--- src/rtl/membus_mon_pkg.sv ---
package membus_mon_pkg;

    typedef enum logic [2:0] {
        ERR_NONE    = 3'd0,
        ERR_DROP    = 3'd1,
        ERR_FIELD   = 3'd2,
        ERR_STRB    = 3'd3,
        ERR_FETCHWR = 3'd4,
        ERR_ALIGN   = 3'd5
    } err_code_e;

    typedef enum logic {
        TRK_IDLE = 1'b0,
        TRK_WAIT = 1'b1
    } trk_state_e;

    typedef enum logic {
        ERS_CLEAN   = 1'b0,
        ERS_LATCHED = 1'b1
    } ers_state_e;

    localparam int KIND_READ  = 0;
    localparam int KIND_WRITE = 1;
    localparam int KIND_FETCH = 2;
    localparam int NUM_KINDS  = 3;

endpackage

--- src/rtl/mbm_strobe_check.sv ---
module mbm_strobe_check #(
    parameter int SW = 4
) (
    input  logic                   clk,
    input  logic                   rst_n,
    input  logic                   valid,
    input  logic [SW-1:0]          strb,
    input  logic [$clog2(SW)-1:0]  addr_lo,
    output logic                   legal,
    output logic                   misaligned
);
    localparam int LW     = $clog2(SW);
    localparam int LEVELS = LW + 1;

    always_comb begin
        legal      = (strb == '0);
        misaligned = 1'b0;
        for (int k = 0; k < LEVELS; k++) begin
            for (int i = 0; i < SW; i += (1 << k)) begin
                if (strb == SW'(((1 << (1 << k)) - 1) << i)) begin
                    legal = 1'b1;
                    if ((addr_lo & LW'((1 << k) - 1)) != '0) misaligned = 1'b1;
                end
            end
        end
    end

    AST_LEGAL_POPCOUNT: assert property (@(posedge clk) disable iff (!rst_n)
        (valid && legal) |-> ($countones(strb) inside {0, 1, 2, 4}));
    AST_SINGLE_BYTE_ALIGNED: assert property (@(posedge clk) disable iff (!rst_n)
        (valid && $countones(strb) == 1) |-> !misaligned);

endmodule

--- src/rtl/mbm_tracker.sv ---
module mbm_tracker
    import membus_mon_pkg::*;
#(
    parameter int AW = 32,
    parameter int DW = 32,
    parameter int SW = 4
) (
    input  logic          clk,
    input  logic          rst_n,
    input  logic          valid,
    input  logic          ready,
    input  logic          fetch,
    input  logic [AW-1:0] addr,
    input  logic [DW-1:0] wdata,
    input  logic [SW-1:0] strb,
    output logic          drop_err,
    output logic          field_err,
    output logic [AW-1:0] hold_addr
);
    localparam int FW = 1 + SW + DW + AW;

    trk_state_e    state_q, state_d;
    logic [FW-1:0] held_q;
    logic [FW-1:0] cur;

    assign cur = {fetch, strb, wdata, addr};

    always_ff @(posedge clk) begin
        if (!rst_n) begin
            state_q <= TRK_IDLE;
            held_q  <= '0;
        end else begin
            state_q <= state_d;
            if (state_q == TRK_IDLE && valid && !ready) held_q <= cur;
        end
    end

    always_comb begin
        state_d = state_q;
        unique case (state_q)
            TRK_IDLE: if (valid && !ready) state_d = TRK_WAIT;
            TRK_WAIT: if (!valid || ready) state_d = TRK_IDLE;
        endcase
    end

    always_comb begin
        drop_err  = (state_q == TRK_WAIT) && !valid;
        field_err = (state_q == TRK_WAIT) && valid && (cur != held_q);
        hold_addr = held_q[AW-1:0];
    end

    AST_DONE_RETURNS_IDLE: assert property (@(posedge clk) disable iff (!rst_n)
        (valid && ready) |=> (state_q == TRK_IDLE));
    AST_CAPTURE_HELD: assert property (@(posedge clk) disable iff (!rst_n)
        (state_q == TRK_WAIT && valid && !ready) |=> $stable(held_q));

endmodule

--- src/rtl/mbm_counter.sv ---
module mbm_counter #(
    parameter int W = 16
) (
    input  logic         clk,
    input  logic         rst_n,
    input  logic         inc,
    output logic [W-1:0] count
);
    always_ff @(posedge clk) begin
        if (!rst_n)   count <= '0;
        else if (inc) count <= count + W'(1);
    end

    AST_COUNT_STEP: assert property (@(posedge clk) disable iff (!rst_n)
        !inc |=> $stable(count));
endmodule

--- src/rtl/membus_monitor.sv ---
module membus_monitor
    import membus_mon_pkg::*;
#(
    parameter int AW    = 32,
    parameter int DW    = 32,
    parameter int SW    = 4,
    parameter int CNT_W = 16
) (
    input  logic             clk,
    input  logic             rst_n,
    input  logic             bus_valid,
    input  logic             bus_ready,
    input  logic             bus_fetch,
    input  logic [AW-1:0]    bus_addr,
    input  logic [DW-1:0]    bus_wdata,
    input  logic [SW-1:0]    bus_wstrb,
    output logic             err_flag,
    output logic [2:0]       err_code,
    output logic [AW-1:0]    err_addr,
    output logic [CNT_W-1:0] cnt_read,
    output logic [CNT_W-1:0] cnt_write,
    output logic [CNT_W-1:0] cnt_fetch
);
    localparam int LW = $clog2(SW);

    logic          drop_err, field_err, strb_legal, misaligned;
    logic [AW-1:0] hold_addr;

    mbm_tracker #(.AW(AW), .DW(DW), .SW(SW)) u_trk (
        .clk(clk), .rst_n(rst_n), .valid(bus_valid), .ready(bus_ready),
        .fetch(bus_fetch), .addr(bus_addr), .wdata(bus_wdata), .strb(bus_wstrb),
        .drop_err(drop_err), .field_err(field_err), .hold_addr(hold_addr)
    );

    mbm_strobe_check #(.SW(SW)) u_strb (
        .clk(clk), .rst_n(rst_n), .valid(bus_valid), .strb(bus_wstrb),
        .addr_lo(bus_addr[LW-1:0]), .legal(strb_legal), .misaligned(misaligned)
    );

    // completion classification
    logic                 done;
    logic [NUM_KINDS-1:0] inc;
    logic [CNT_W-1:0]     cnt [NUM_KINDS];

    assign done             = bus_valid && bus_ready;
    assign inc[KIND_FETCH]  = done && bus_fetch;
    assign inc[KIND_WRITE]  = done && !bus_fetch && (bus_wstrb != '0);
    assign inc[KIND_READ]   = done && !bus_fetch && (bus_wstrb == '0);

    for (genvar k = 0; k < NUM_KINDS; k++) begin : g_cnt
        mbm_counter #(.W(CNT_W)) u_cnt (
            .clk(clk), .rst_n(rst_n), .inc(inc[k]), .count(cnt[k])
        );
    end

    assign cnt_read  = cnt[KIND_READ];
    assign cnt_write = cnt[KIND_WRITE];
    assign cnt_fetch = cnt[KIND_FETCH];

    // violation selection, lowest code wins
    err_code_e     hit_code;
    logic [AW-1:0] hit_addr;

    always_comb begin
        hit_code = ERR_NONE;
        hit_addr = bus_addr;
        if (drop_err) begin
            hit_code = ERR_DROP;
            hit_addr = hold_addr;
        end else if (field_err) begin
            hit_code = ERR_FIELD;
            hit_addr = hold_addr;
        end else if (bus_valid && !strb_legal) begin
            hit_code = ERR_STRB;
        end else if (bus_valid && bus_fetch && (bus_wstrb != '0)) begin
            hit_code = ERR_FETCHWR;
        end else if (bus_valid && misaligned) begin
            hit_code = ERR_ALIGN;
        end
    end

    // sticky error recorder
    ers_state_e    ers_q, ers_d;
    err_code_e     code_q;
    logic [AW-1:0] addr_q;

    always_ff @(posedge clk) begin
        if (!rst_n) begin
            ers_q  <= ERS_CLEAN;
            code_q <= ERR_NONE;
            addr_q <= '0;
        end else begin
            ers_q <= ers_d;
            if (ers_q == ERS_CLEAN && hit_code != ERR_NONE) begin
                code_q <= hit_code;
                addr_q <= hit_addr;
            end
        end
    end

    always_comb begin
        ers_d = ers_q;
        unique case (ers_q)
            ERS_CLEAN:   if (hit_code != ERR_NONE) ers_d = ERS_LATCHED;
            ERS_LATCHED: ers_d = ERS_LATCHED;
        endcase
    end

    always_comb begin
        err_flag = (ers_q == ERS_LATCHED);
        err_code = code_q;
        err_addr = addr_q;
    end

    AST_FLAG_STICKY: assert property (@(posedge clk) disable iff (!rst_n)
        err_flag |=> err_flag);
    AST_CODE_HELD: assert property (@(posedge clk) disable iff (!rst_n)
        err_flag |=> ($stable(err_code) && $stable(err_addr)));
    AST_FLAG_HAS_CODE: assert property (@(posedge clk) disable iff (!rst_n)
        err_flag |-> (err_code != 3'd0));
    AST_READ_COUNTED: assert property (@(posedge clk) disable iff (!rst_n)
        (done && !bus_fetch && bus_wstrb == '0) |=> (cnt_read == $past(cnt_read) + CNT_W'(1)));
    AST_ONE_KIND: assert property (@(posedge clk) disable iff (!rst_n)
        $onehot0(inc));
    AST_DROP_LATCH: assert property (@(posedge clk) disable iff (!rst_n)
        (!err_flag && drop_err) |=> (err_code == 3'd1));

endmodule

--- config.mk ---
export PLATFORM = sky130hd
export DESIGN_NAME = membus_monitor
export DESIGN_NICKNAME = d
export VERILOG_FILES = /design/src/rtl/membus_mon_pkg.sv /design/src/rtl/mbm_strobe_check.sv /design/src/rtl/mbm_tracker.sv /design/src/rtl/mbm_counter.sv /design/src/rtl/membus_monitor.sv
export SDC_FILE = /design/constraint.sdc
export NUM_CORES = 1
export LEC_CHECK = 0
export ABC_AREA = 1
export BUFFER_PORTS_ARGS = -buffer_cell sky130_fd_sc_hd__buf_2
export CAP_MARGIN = 25
export CORE_MARGIN = 8
export CORE_UTILIZATION = 40
export CTS_BUF_LIST = sky130_fd_sc_hd__clkbuf_4
export DETAILED_ROUTE_END_ITERATION = 8
export GPL_ROUTABILITY_DRIVEN = 0
export PLACE_DENSITY = 0.65
export SYNTH_ARGS = -nofsm -noshare
export SYNTH_HDL_FRONTEND = slang
export SYNTH_SLANG_ARGS = --single-unit
--- constraint.sdc ---
create_clock -name clk -period 2.5 [get_ports clk]
set_input_delay 0.125 -clock clk [delete_from_list [all_inputs] [get_ports clk]]
set_output_delay 0.125 -clock clk [all_outputs]
set_load 0.005 [all_outputs]
==> results of run 1 <==
## through the flow
step                      util (%)  instances  power, W
after floorplan                  -       1182  0.003298
after global placement       46.18       1534  0.003577
after detailed placement     46.18       1534  0.003591
after CTS                    51.83       1638  0.005526
after global routing         51.90       1641  0.005761
final                        51.90       1641  0.005446
## where the power goes
group          switching, W  internal, W  total, W
Sequential        0.0000934      0.00261   0.00270
Combinational      0.000501     0.000418  0.000919
Clock               0.00101     0.000820   0.00183
## per-layer routing
layer / vias to the layer above / share of wire [%] / GRT usage, %
met4: 0 / 0.95 / 4.993
li1: 4080 / - / -
met3: 10 / 4.8 / 4.291
met5: - / 0 / 0
met2: 128 / 46 / 27.15
met1: 3242 / 48 / 20.85
## layout make-up
| type | count | area, um2 |
|---|---|---|
| repair buffers | 235 | 1632 |
| clock inverters | 15 | 211.5 |
| multi-input cells | 782 | 3632 |
| clock buffers | 17 | 127.6 |
| inverters | 201 | 754.5 |
| diodes | 3 | 7.507 |
| fillers | 1874 | 9027 |
| flip-flops and latches | 154 | 3083 |
| well taps | 234 | 292.8 |
## cells in the final DEF, fill, tap and decap left out, types with 4 or more instances in the layout
master,instances
a21oi_1,111
buf_12,6
buf_2,155
bufinv_16,4
clkbuf_4,17
dfxtp_1,154
dlygate4sd3_1,72
inv_1,193
inv_2,6
inv_6,6
nand2_1,307
nand3_1,27
nand4_1,8
nor2_1,133
nor3_1,16
o21a_1,4
o21ai_0,117
xnor2_1,28
## Yosys cell counts
library cell / instances
inv_2: 6
nand2_4: 1
xor2_1: 3
xnor2_1: 28
dfxtp_1: 154
a31oi_1: 1
a31o_2: 1
nor3_2: 3
nor2_2: 3
nor3b_1: 1
buf_4: 3
o21ba_2: 1
o21ai_1: 2
nand3_1: 28
buf_6: 3
clkinv_1: 2
o21bai_1: 1
clkbuf_1: 34
o21ai_0: 117
inv_1: 193
nand4_1: 8
nor4_1: 1
nand2_2: 2
buf_1: 2
nor2_8: 1
a21oi_1: 111
ha_1: 3
nor2_1: 133
nand2_1: 307
nand3_2: 2
nor2_4: 1
o21a_1: 4
or2_1: 1
nor4_2: 2
buf_2: 3
nor3_1: 16
## worst paths after layout
check                                   to  slack [ns]  cells after the start
setup / recovery  g_cnt[2].u_cnt.count[11]        0.23                     14
hold / removal     g_cnt[0].u_cnt.count[3]        0.11                      5
setup reg to reg              err_addr[22]        0.35                     18
hold reg to reg   g_cnt[0].u_cnt.count[15]        0.46                      1
## state kept, by name (all words and copies together) (netlist names)
| register | count |
|---|---|
| err_addr | 32 |
| err_code | 3 |
| err_flag | 1 |
| g_cnt.u_cnt.count | 48 |
| u_trk.held_q | 69 |
| u_trk.state_q | 1 |
## worst max-delay path, cell delays in order
cell and delay (ns):
dlygate4sd3_1 0.54, buf_2 0.14, nand2_1 0.07, dlygate4sd3_1 0.55
inv_1 0.08, nand2_1 0.13, nor3_4 0.21, nand4_1 0.14
nor2_1 0.16, inv_1 0.09, nor4_2 0.21, nand2_1 0.11
o21ai_1 0.13, a21oi_1 0.05
## cell families (layout without fill, tap and decap cells)
family | count (synthesis) | after routing | synth area share [%]
AND/OR/NAND/NOR | 510 | 510 | 27.30
buffers and inverters | 246 | 468 | 12.55
XOR/XNOR | 31 | 31 | 3.546
AO/OA/AOI/OAI | 238 | 238 | 15.85
other | 0 | 3 | 0
flip-flops | 154 | 154 | 40.26
adder cells (fa/ha/maj) | 3 | 3 | 0.4902
## timing repair
action                                  in CTS  in global routing
gates resized for setup                      0                  1
hold buffers                                72                  0
endpoints found under the setup margin       0                  1
hold endpoints to repair                   104                  0
==> results.json, run 1 <==
{
  "die_h_um": 154.4,
  "drv_slew": 0,
  "antenna_found_initial": 3,
  "rsz0062_at_grt": "no",
  "drtIter0Drc": 373,
  "end_kind": "register",
  "drive_gt1_share_pct": 15.60,
  "grt_pass1_vias": 6750,
  "ir_drop_uv": 254.3,
  "hold_violations": 0,
  "via_per_inst": 4.546,
  "dp_hpwl_um": 13760,
  "p_per_area_nw_per_um2": 559.1,
  "holdWs_ns": 0.1067,
  "status": "completed",
  "h-tree-depth": 4,
  "p_leak_nw": 4.591,
  "finalSetupTns_ns": 0,
  "path_max_fanout": 4,
  "overflow": 0,
  "grt_max_degree": 136,
  "relSlewSlack_pct": 52.67,
  "seq_area_frac_synth_pct": 40.26,
  "vias": 7460,
  "synth_nets": 1258,
  "wl_per_cell_um": 11.95,
  "finalWorstSetupSlack_ns": 0.2277,
  "synth-seq-cells": 154,
  "clockRootBuffer": "clkbuf_4",
  "postSynthAreaPerCell_um2": 6.478,
  "numCtsBuffers": 17,
  "postCtsSetupRepairBufs": 0,
  "cp-start-kind": "primary input",
  "path_class": "in -> reg",
  "grt_pass1_wl_um": 32710,
  "fin_crit_ns": 2.272,
  "tightest_slew_ns": 0.7056,
  "initial_core_util_pct": 40.80,
  "area_growth_pct": 27.21,
  "fin_nets": 1467,
  "r2r-start": "u_trk.held_q[46]",
  "core_area_um2": 18770,
  "skew_ns": 0.01637,
  "crit_start": "bus_fetch",
  "port_buffers": 156,
  "max_freq_mhz": 440.1,
  "dieArea_um2": 23830,
  "maxCapViolations": 0,
  "ios": 157,
  "worst_ep_arrival_time_ns": 2.75,
  "totalWireLength_um": 19610,
  "dpl-instance-area_um2": 8667,
  "grt_usage_pct": 16.52,
  "clk_pin_slew_worst_paths_ns": 0.15,
  "stdcell_area_um2": 9741,
  "synth_cell_type_count": 36,
  "synthCells": 1182,
  "preCtsSetupSlack_ns": 0.3098,
  "die_w_um": 154.4,
  "worstHoldStart": "bus_valid",
  "synth_top_cell_by_area": "dfxtp_1",
  "finalSetupViolCount": 0,
  "first_pass_iters": 4,
  "cts.sinks": 154,
  "clock_latency_ns": 0.57,
  "row_count": 50,
  "cts_tree": "done",
  "drc_errors": 0,
  "timing.final.crit_share_pct": 90.89,
  "synth_top_area_share_pct": 40.26,
  "synthTopCellsByArea": "dfxtp_1, nand2_1, inv_1, o21ai_0, a21oi_1",
  "synth_area_um2": 7657,
  "drtAntennaViolNets": 0,
  "clock_path_buffers": 2,
  "ys_warn_count": 0,
  "min_path_type": "in -> reg",
  "cp.required_ns": 2.97
}
(Power assumes the default switching activity.)
==> inputs of run 2 (changes only) <==
--- a/config.mk
+++ b/config.mk
@@ -5,7 +5,7 @@
 export SDC_FILE = /design/constraint.sdc
 export NUM_CORES = 1
 export LEC_CHECK = 0
-export ABC_AREA = 1
+export ABC_AREA = 0
 export BUFFER_PORTS_ARGS = -buffer_cell sky130_fd_sc_hd__buf_2
 export CAP_MARGIN = 25
 export CORE_MARGIN = 8
@@ -13,7 +13,7 @@
 export CTS_BUF_LIST = sky130_fd_sc_hd__clkbuf_4
 export DETAILED_ROUTE_END_ITERATION = 8
 export GPL_ROUTABILITY_DRIVEN = 0
-export PLACE_DENSITY = 0.65
+export PLACE_DENSITY = 0.66
 export SYNTH_ARGS = -nofsm -noshare
 export SYNTH_HDL_FRONTEND = slang
 export SYNTH_SLANG_ARGS = --single-unit
==> run 2 against run 1 <==
Utilization is 2.4 points higher. Cell count is 20% lower. Power is 4.1% lower. Worst hold slack worse by 0.035 ns. Global-route usage is 2.5 points higher. Non-clock buffer count is 20 higher. Sequential power is 1% lower. Die area is 6.8% lower. Worst setup slack worse by 0.19 ns. Sequential share of layout area is 1.3 points higher. Highest routed layer is now met5. Critical endpoint is now err_addr[15]. Largest cell class unchanged. Combinational power is 0.9% lower. Critical path depth is 4 lower. Largest power group unchanged.
==> results.json, run 2 <==
{
  "status": "completed",
  "hold_violations": 0,
  "postSynthAreaPerCell_um2": 8.383,
  "clk_pin_slew_worst_paths_ns": 0.15,
  "wl_per_cell_um": 16.27,
  "die_w_um": 149,
  "largest-register": "u_trk.held_q",
  "fin_nets": 1145,
  "p_per_area_nw_per_um2": 556.7,
  "row_count": 48,
  "ir_drop_uv": 253.4,
  "path_class": "reg -> reg",
  "synth_nets": 920,
  "r2r_end": "err_addr[15]",
  "synthCells": 844,
  "overflow": 0,
  "layout_commonest_cell": "nand2_1",
  "relSlewSlack_pct": 60.56,
  "skew_ns": 0.02721,
  "holdWs_ns": 0.07177,
  "antenna_found_initial": 2,
  "switching_share_pct": 29.39,
  "path_max_fanout": 11,
  "totalWireLength_um": 21280,
  "rsz0062_at_grt": "yes",
  "finalWorstSetupSlack_ns": 0.03376,
  "dieArea_um2": 22200,
  "min_path_type": "in -> reg",
  "area_growth_pct": 32.63,
  "synth_cell_type_count": 47,
  "clock_latency_ns": 0.58,
  "hold_depth": 4,
  "grt_usage_pct": 19.01,
  "largest_reg_flops": 69,
  "tightest_slew_ns": 0.5915,
  "reg2reg_depth": 10,
  "synth_area_um2": 7076,
  "seq_power_share_pct": 50.9,
  "port_buffers": 156,
  "synth_top_cell_by_area": "dfxtp_1",
  "p_total_w": 0.005225,
  "core_area_um2": 17300,
  "async_reset_ff_share_pct": 0,
  "cts.sinks": 154,
  "maxCapViolations": 0,
  "worst_ep_arrival_time_ns": 2.94,
  "synth-seq-cells": 154,
  "ios": 157,
  "r2r-start": "u_trk.held_q[12]",
  "preCtsSetupSlack_ns": 0.02293,
  "stdcell_count": 1308,
  "drtAntennaViolNets": 0,
  "numCtsBuffers": 17,
  "cp-start-kind": "register",
  "grt_max_degree": 70,
  "end_kind": "register",
  "finalSetupViolCount": 0,
  "drc_errors": 0,
  "min_to": "err_code[0]",
  "timing.final.crit_share_pct": 98.65,
  "reg2reg_setup_slack_ns": 0.03,
  "dp_hpwl_um": 14390,
  "vias": 6519,
  "initial_core_util_pct": 40.91,
  "via_per_inst": 4.984,
  "fin_crit_ns": 2.466,
  "synth_top_area_share_pct": 43.57,
  "first_pass_iters": 4,
  "layout_common_cells": "nand2_1, buf_2, dfxtp_1, nor2_1, a21oi_1",
  "cts_tree": "done",
  "worstHoldStart": "bus_valid",
  "cp.required_ns": 2.97,
  "ys_warn_count": 0,
  "net-switching-power_w": 0.001535,
  "max_freq_mhz": 405.5,
  "finalCoreUtilization_pct": 54.25,
  "netlist_top_cells_count": "nand2_1, dfxtp_1, nor2_1, a21oi_1, xor2_1",
  "grt_pass1_wl_um": 33820,
  "h-tree-depth": 4,
  "die_h_um": 149,
  "drtIter0Drc": 393,
  "seq_area_frac_synth_pct": 43.57,
  "post-synth-top-count-cell": "nand2_1",
  "clockPowerShare_pct": 31.7,
  "pwr-share-comb_pct": 17.4,
  "grt_pass1_vias": 6312,
  "p_int_w": 0.003689,
  "clockRootBuffer": "clkbuf_4",
  "drive_gt1_share_pct": 25.14,
  "synthTopCellsByArea": "dfxtp_1, xor2_1, nand2_1, a2111oi_2, nor2_1",
  "synth_edf_count": 0,
  "clock_path_buffers": 2,
  "p_leak_nw": 4.040,
  "drv_slew": 0,
  "dp_cells": 1199,
  "ys.flop_type": "dfxtp_1"
}
==> run 2: cell types whose count changed after synthesis, moves of 30 or more <==
cell       delta
a21oi_1      -36
nand2_1     -144
xor2_1       +67
a2111oi_2    +30
inv_1       -157
o21ai_0     -113
==> run 2: layout make-up <==
cell class	count	area, um2
Antenna cell	1	2.502
Clock buffer	17	127.6
Timing Repair Buffer	255	1841
Sequential cell	154	3088
Multi-Input combinational cell	604	3731
Clock inverter	15	171.4
Tap cell	225	281.5
Fill cell	1595	7913
Inverter	37	141.4
==> run 2: kinds of logic (layout without fill, tap and decap cells) <==
group	after synthesis	count (layout)	share of synthesized area [%]
compound gates	126	126	14.20
xor+xnor	111	111	13.74
fa+ha+maj	3	3	0.5306
buf+inv	86	324	5.093
flops	154	154	43.57
mux	2	2	0.2829
other cells	0	1	0
simple gates	362	362	22.58
==> run 2: how the worst max path moves through the flow <==
stage                        end  cells past startpoint  slack, ns             start
global placement     err_addr[1]                      8       0.11   u_trk.held_q[8]
floorplan           err_addr[10]                      8       0.36   u_trk.held_q[8]
global route         err_addr[8]                     10      -0.07  u_trk.held_q[27]
finish              err_addr[15]                     10       0.03  u_trk.held_q[12]
detailed placement  err_addr[24]                      9       0.02  u_trk.held_q[55]
CTS                 err_addr[31]                      8      0.004   u_trk.held_q[7]
==> run 2: layer usage <==
metal / vias to the layer above / global-route usage [%] / routed length (um)
met3: 28 / 5.309 / 1179
met1: 3067 / 24.40 / 9620
met2: 150 / 30.23 / 10060
met4: 2 / 6.159 / 405
met5: - / 0 / 12
li1: 3272 / - / -
==> run 2: worst max-delay path: stages, from the launching register on <==
cell	delay, ns
dfxtp_2	0.36
xor2_2	0.18
nor4_2	0.29
buf_4	0.16
nand4_1	0.10
or2_4	0.28
o311ai_4	0.30
buf_6	0.18
clkbuf_16	0.17
nor2_1	0.05
a2111oi_2	0.31
==> run 2: timing repair <==
item / 4_1_cts / 5_1_grt
cloned: 0 / 2
hold buffers: 71 / 0
endpoints found under the hold margin: 107 / 0
pin swaps: 1 / 21
buffers inserted: 0 / 4
setup endpoints to repair: 3 / 32
resized for setup: 2 / 20
==> run 2: stage by stage <==
stage / TNS (ns) / instance area, um2
floorplan: 0 / 7076
global placement: 0 / 8198
detailed placement: 0 / 8198
CTS: 0 / 9218
global route: -0.5895 / 9384
finish: 0 / 9384
==> run 2: power by group through the flow <==
stage | clock network [W] | logic [W] | registers, W
6_report | 0.00166 | 0.000911 | 0.00266
4_1_cts | 0.00170 | 0.000881 | 0.00266
5_1_grt | 0.00182 | 0.000994 | 0.00267
2_1_floorplan | 0 | 0.000450 | 0.00270
3_3_place_gp | 0 | 0.000782 | 0.00271
3_5_place_dp | 0 | 0.000789 | 0.00271
==> inputs of run 3 (changes only) <==
--- a/config.mk
+++ b/config.mk
@@ -6,14 +6,13 @@
 export NUM_CORES = 1
 export LEC_CHECK = 0
 export ABC_AREA = 0
-export BUFFER_PORTS_ARGS = -buffer_cell sky130_fd_sc_hd__buf_2
 export CAP_MARGIN = 25
 export CORE_MARGIN = 8
 export CORE_UTILIZATION = 40
 export CTS_BUF_LIST = sky130_fd_sc_hd__clkbuf_4
 export DETAILED_ROUTE_END_ITERATION = 8
+export DONT_BUFFER_PORTS = 1
 export GPL_ROUTABILITY_DRIVEN = 0
-export PLACE_DENSITY = 0.66
 export SYNTH_ARGS = -nofsm -noshare
 export SYNTH_HDL_FRONTEND = slang
 export SYNTH_SLANG_ARGS = --single-unit
==> run 3 against run 2 <==
Die area is the same. Clock power is essentially flat. Flip-flop and latch count is the same. Utilization shrank 3.3 points. Sequential share of layout area grew 2.3 points. Clock skew shrank 0.0027 ns. Via count shrank 7.0%. Non-clock buffer count shrank 148.
==> results.json, run 3 (synthesized netlist as in run 2, its figures left out) <==
{
  "status": "completed",
  "ios": 157,
  "finalSetupViolCount": 0,
  "dpl-instance-area_um2": 7435,
  "clockRootBuffer": "clkbuf_4",
  "ir_drop_uv": 267.3,
  "crit_slowest_cell": "nor4_4",
  "grt_pass1_wl_um": 34150,
  "die_w_um": 149,
  "tightest_slew_ns": 0.5839,
  "clock_latency_ns": 0.56,
  "numCtsBuffers": 17,
  "fin_nets": 997,
  "drtIter0Drc": 492,
  "path_max_fanout": 8,
  "layout_common_cells": "nand2_1, dfxtp_1, nor2_1, a21oi_1, dlygate4sd3_1",
  "grt_usage_pct": 19.65,
  "max_freq_mhz": 408.7,
  "relSlewSlack_pct": 61.08,
  "end_kind": "register",
  "grt_pass1_vias": 5873,
  "holdWs_ns": 0.05887,
  "path_buf_inv": 2,
  "path_delay_family": "simple AND/OR/NAND/NOR gates",
  "via_per_inst": 5.228,
  "rsz0062_at_grt": "yes",
  "min_path_type": "in -> reg",
  "die_h_um": 149,
  "drv_slew": 0,
  "drtAntennaViolNets": 0,
  "layout_commonest_cell": "nand2_1",
  "hold_violations": 0,
  "slowest_delay_ns": 0.41,
  "p_leak_nw": 3.391,
  "timing.final.crit_share_pct": 97.86,
  "area_growth_pct": 24.46,
  "dieArea_um2": 22200,
  "clock_path_buffers": 2,
  "cp.required_ns": 2.97,
  "stdcell_count": 1160,
  "skew_ns": 0.02454,
  "dp_hpwl_um": 14150,
  "first_pass_iters": 4,
  "largest-register": "u_trk.held_q",
  "drc_errors": 0,
  "cpMostUsedCell": "nand4_1",
  "initial_core_util_pct": 40.91,
  "wl_per_cell_um": 18.87,
  "totalWireLength_um": 21890,
  "cts_tree": "done",
  "path_cells": "xnor2_2 > nand4_1 > nor4_4 > nand4_1 > o311ai_4 > buf_6 > buf_16 > nor2_1 > a2111oi_2",
  "overflow": 0,
  "cts.sinks": 154,
  "largest_reg_flops": 69,
  "fin_crit_ns": 2.447,
  "path_class": "reg -> reg",
  "port_buffers": 0,
  "cp-start-kind": "register",
  "finalCoreUtilization_pct": 50.91,
  "maxCapViolations": 0,
  "antenna_found_initial": 1,
  "drive_gt1_share_pct": 15.31,
  "stdcell_area_um2": 8806,
  "core_area_um2": 17300,
  "h-tree-depth": 4,
  "vias": 6065,
  "dp_cells": 1046,
  "p_total_w": 0.005131,
  "grt_max_degree": 57,
  "row_count": 48,
  "worst_ep_arrival_time_ns": 2.91,
  "clk_pin_slew_worst_paths_ns": 0.14,
  "p_per_area_nw_per_um2": 582.6
}
==> run 3: cell count changes in the layout (fill, tap and decap cells not counted), moves of 3 or more <==
cell | previous run | this run
buf_2 | 156 | 0
dlygate4sd3_1 | 71 | 74
xnor2_1 | 40 | 33
xnor2_2 | 1 | 8
nor2_2 | 0 | 8
dfxtp_2 | 4 | 13
a2111oi_2 | 31 | 27
buf_4 | 17 | 21
dfxtp_1 | 150 | 140
a2111oi_4 | 0 | 4
nor2_1 | 112 | 104
==> run 3: worst paths after layout <==
path	start	to	slack (ns)	depth (start not counted)
worst min-delay path	bus_wstrb[1]	err_code[0]	0.06	4
worst max-delay path	u_trk.held_q[4]	err_addr[12]	0.05	9
worst min register to register	u_trk.held_q[46]	u_trk.held_q[46]	0.47	2
worst max register to register	u_trk.held_q[4]	err_addr[12]	0.05	9
==> run 3: metrics by stage <==
| step | worst slack, ns | setup TNS, ns |
|---|---|---|
| 2_1_floorplan | 0.3579 | 0 |
| 3_3_place_gp | -0.1588 | -4.089 |
| 3_5_place_dp | -0.2033 | -4.116 |
| 4_1_cts | 0.001172 | 0 |
| 5_1_grt | -0.05455 | -0.7072 |
| 6_report | 0.05339 | 0 |
==> run 3: layout make-up <==
type	count	area, um2
Antenna cell	1	2.502
Clock buffer	18	135.1
Clock inverter	14	170.2
Fill cell	1661	8491
Inverter	37	141.4
Multi-Input combinational cell	604	3842
Sequential cell	154	3103
Tap cell	225	281.5
Timing Repair Buffer	107	1130
==> run 3: worst min-delay path, cell delays in order <==
cell and delay (ns):
nand4_1 0.08, and3_1 0.17, o2bb2ai_1 0.07, a21oi_1 0.11
==> run 3: repair_timing <==
action | in CTS | in global routing
gates cloned | 1 | 2
resized for setup | 18 | 32
setup buffers | 3 | 2
pin swaps | 15 | 39
hold buffers | 74 | 0
hold endpoints to repair | 154 | 0
setup endpoints to repair | 32 | 32
==> run 3: where the power goes <==
part,switching [W],internal (W),leakage (nW)
logic,0.000414,0.000363,1.96
clock network,0.000956,0.000712,0.164
registers,0.000109,0.00258,1.26
total,0.00148,0.00365,3.39
==> run 3: per-layer routing <==
metal | global-route usage, % | part of all wire [%] | vias up
li1 | - | - | 2990
met1 | 25.27 | 44 | 2892
met2 | 31.31 | 47 | 161
met3 | 5.795 | 7.5 | 22
met4 | 5.603 | 1.4 | 0
met5 | 0 | 0 | -
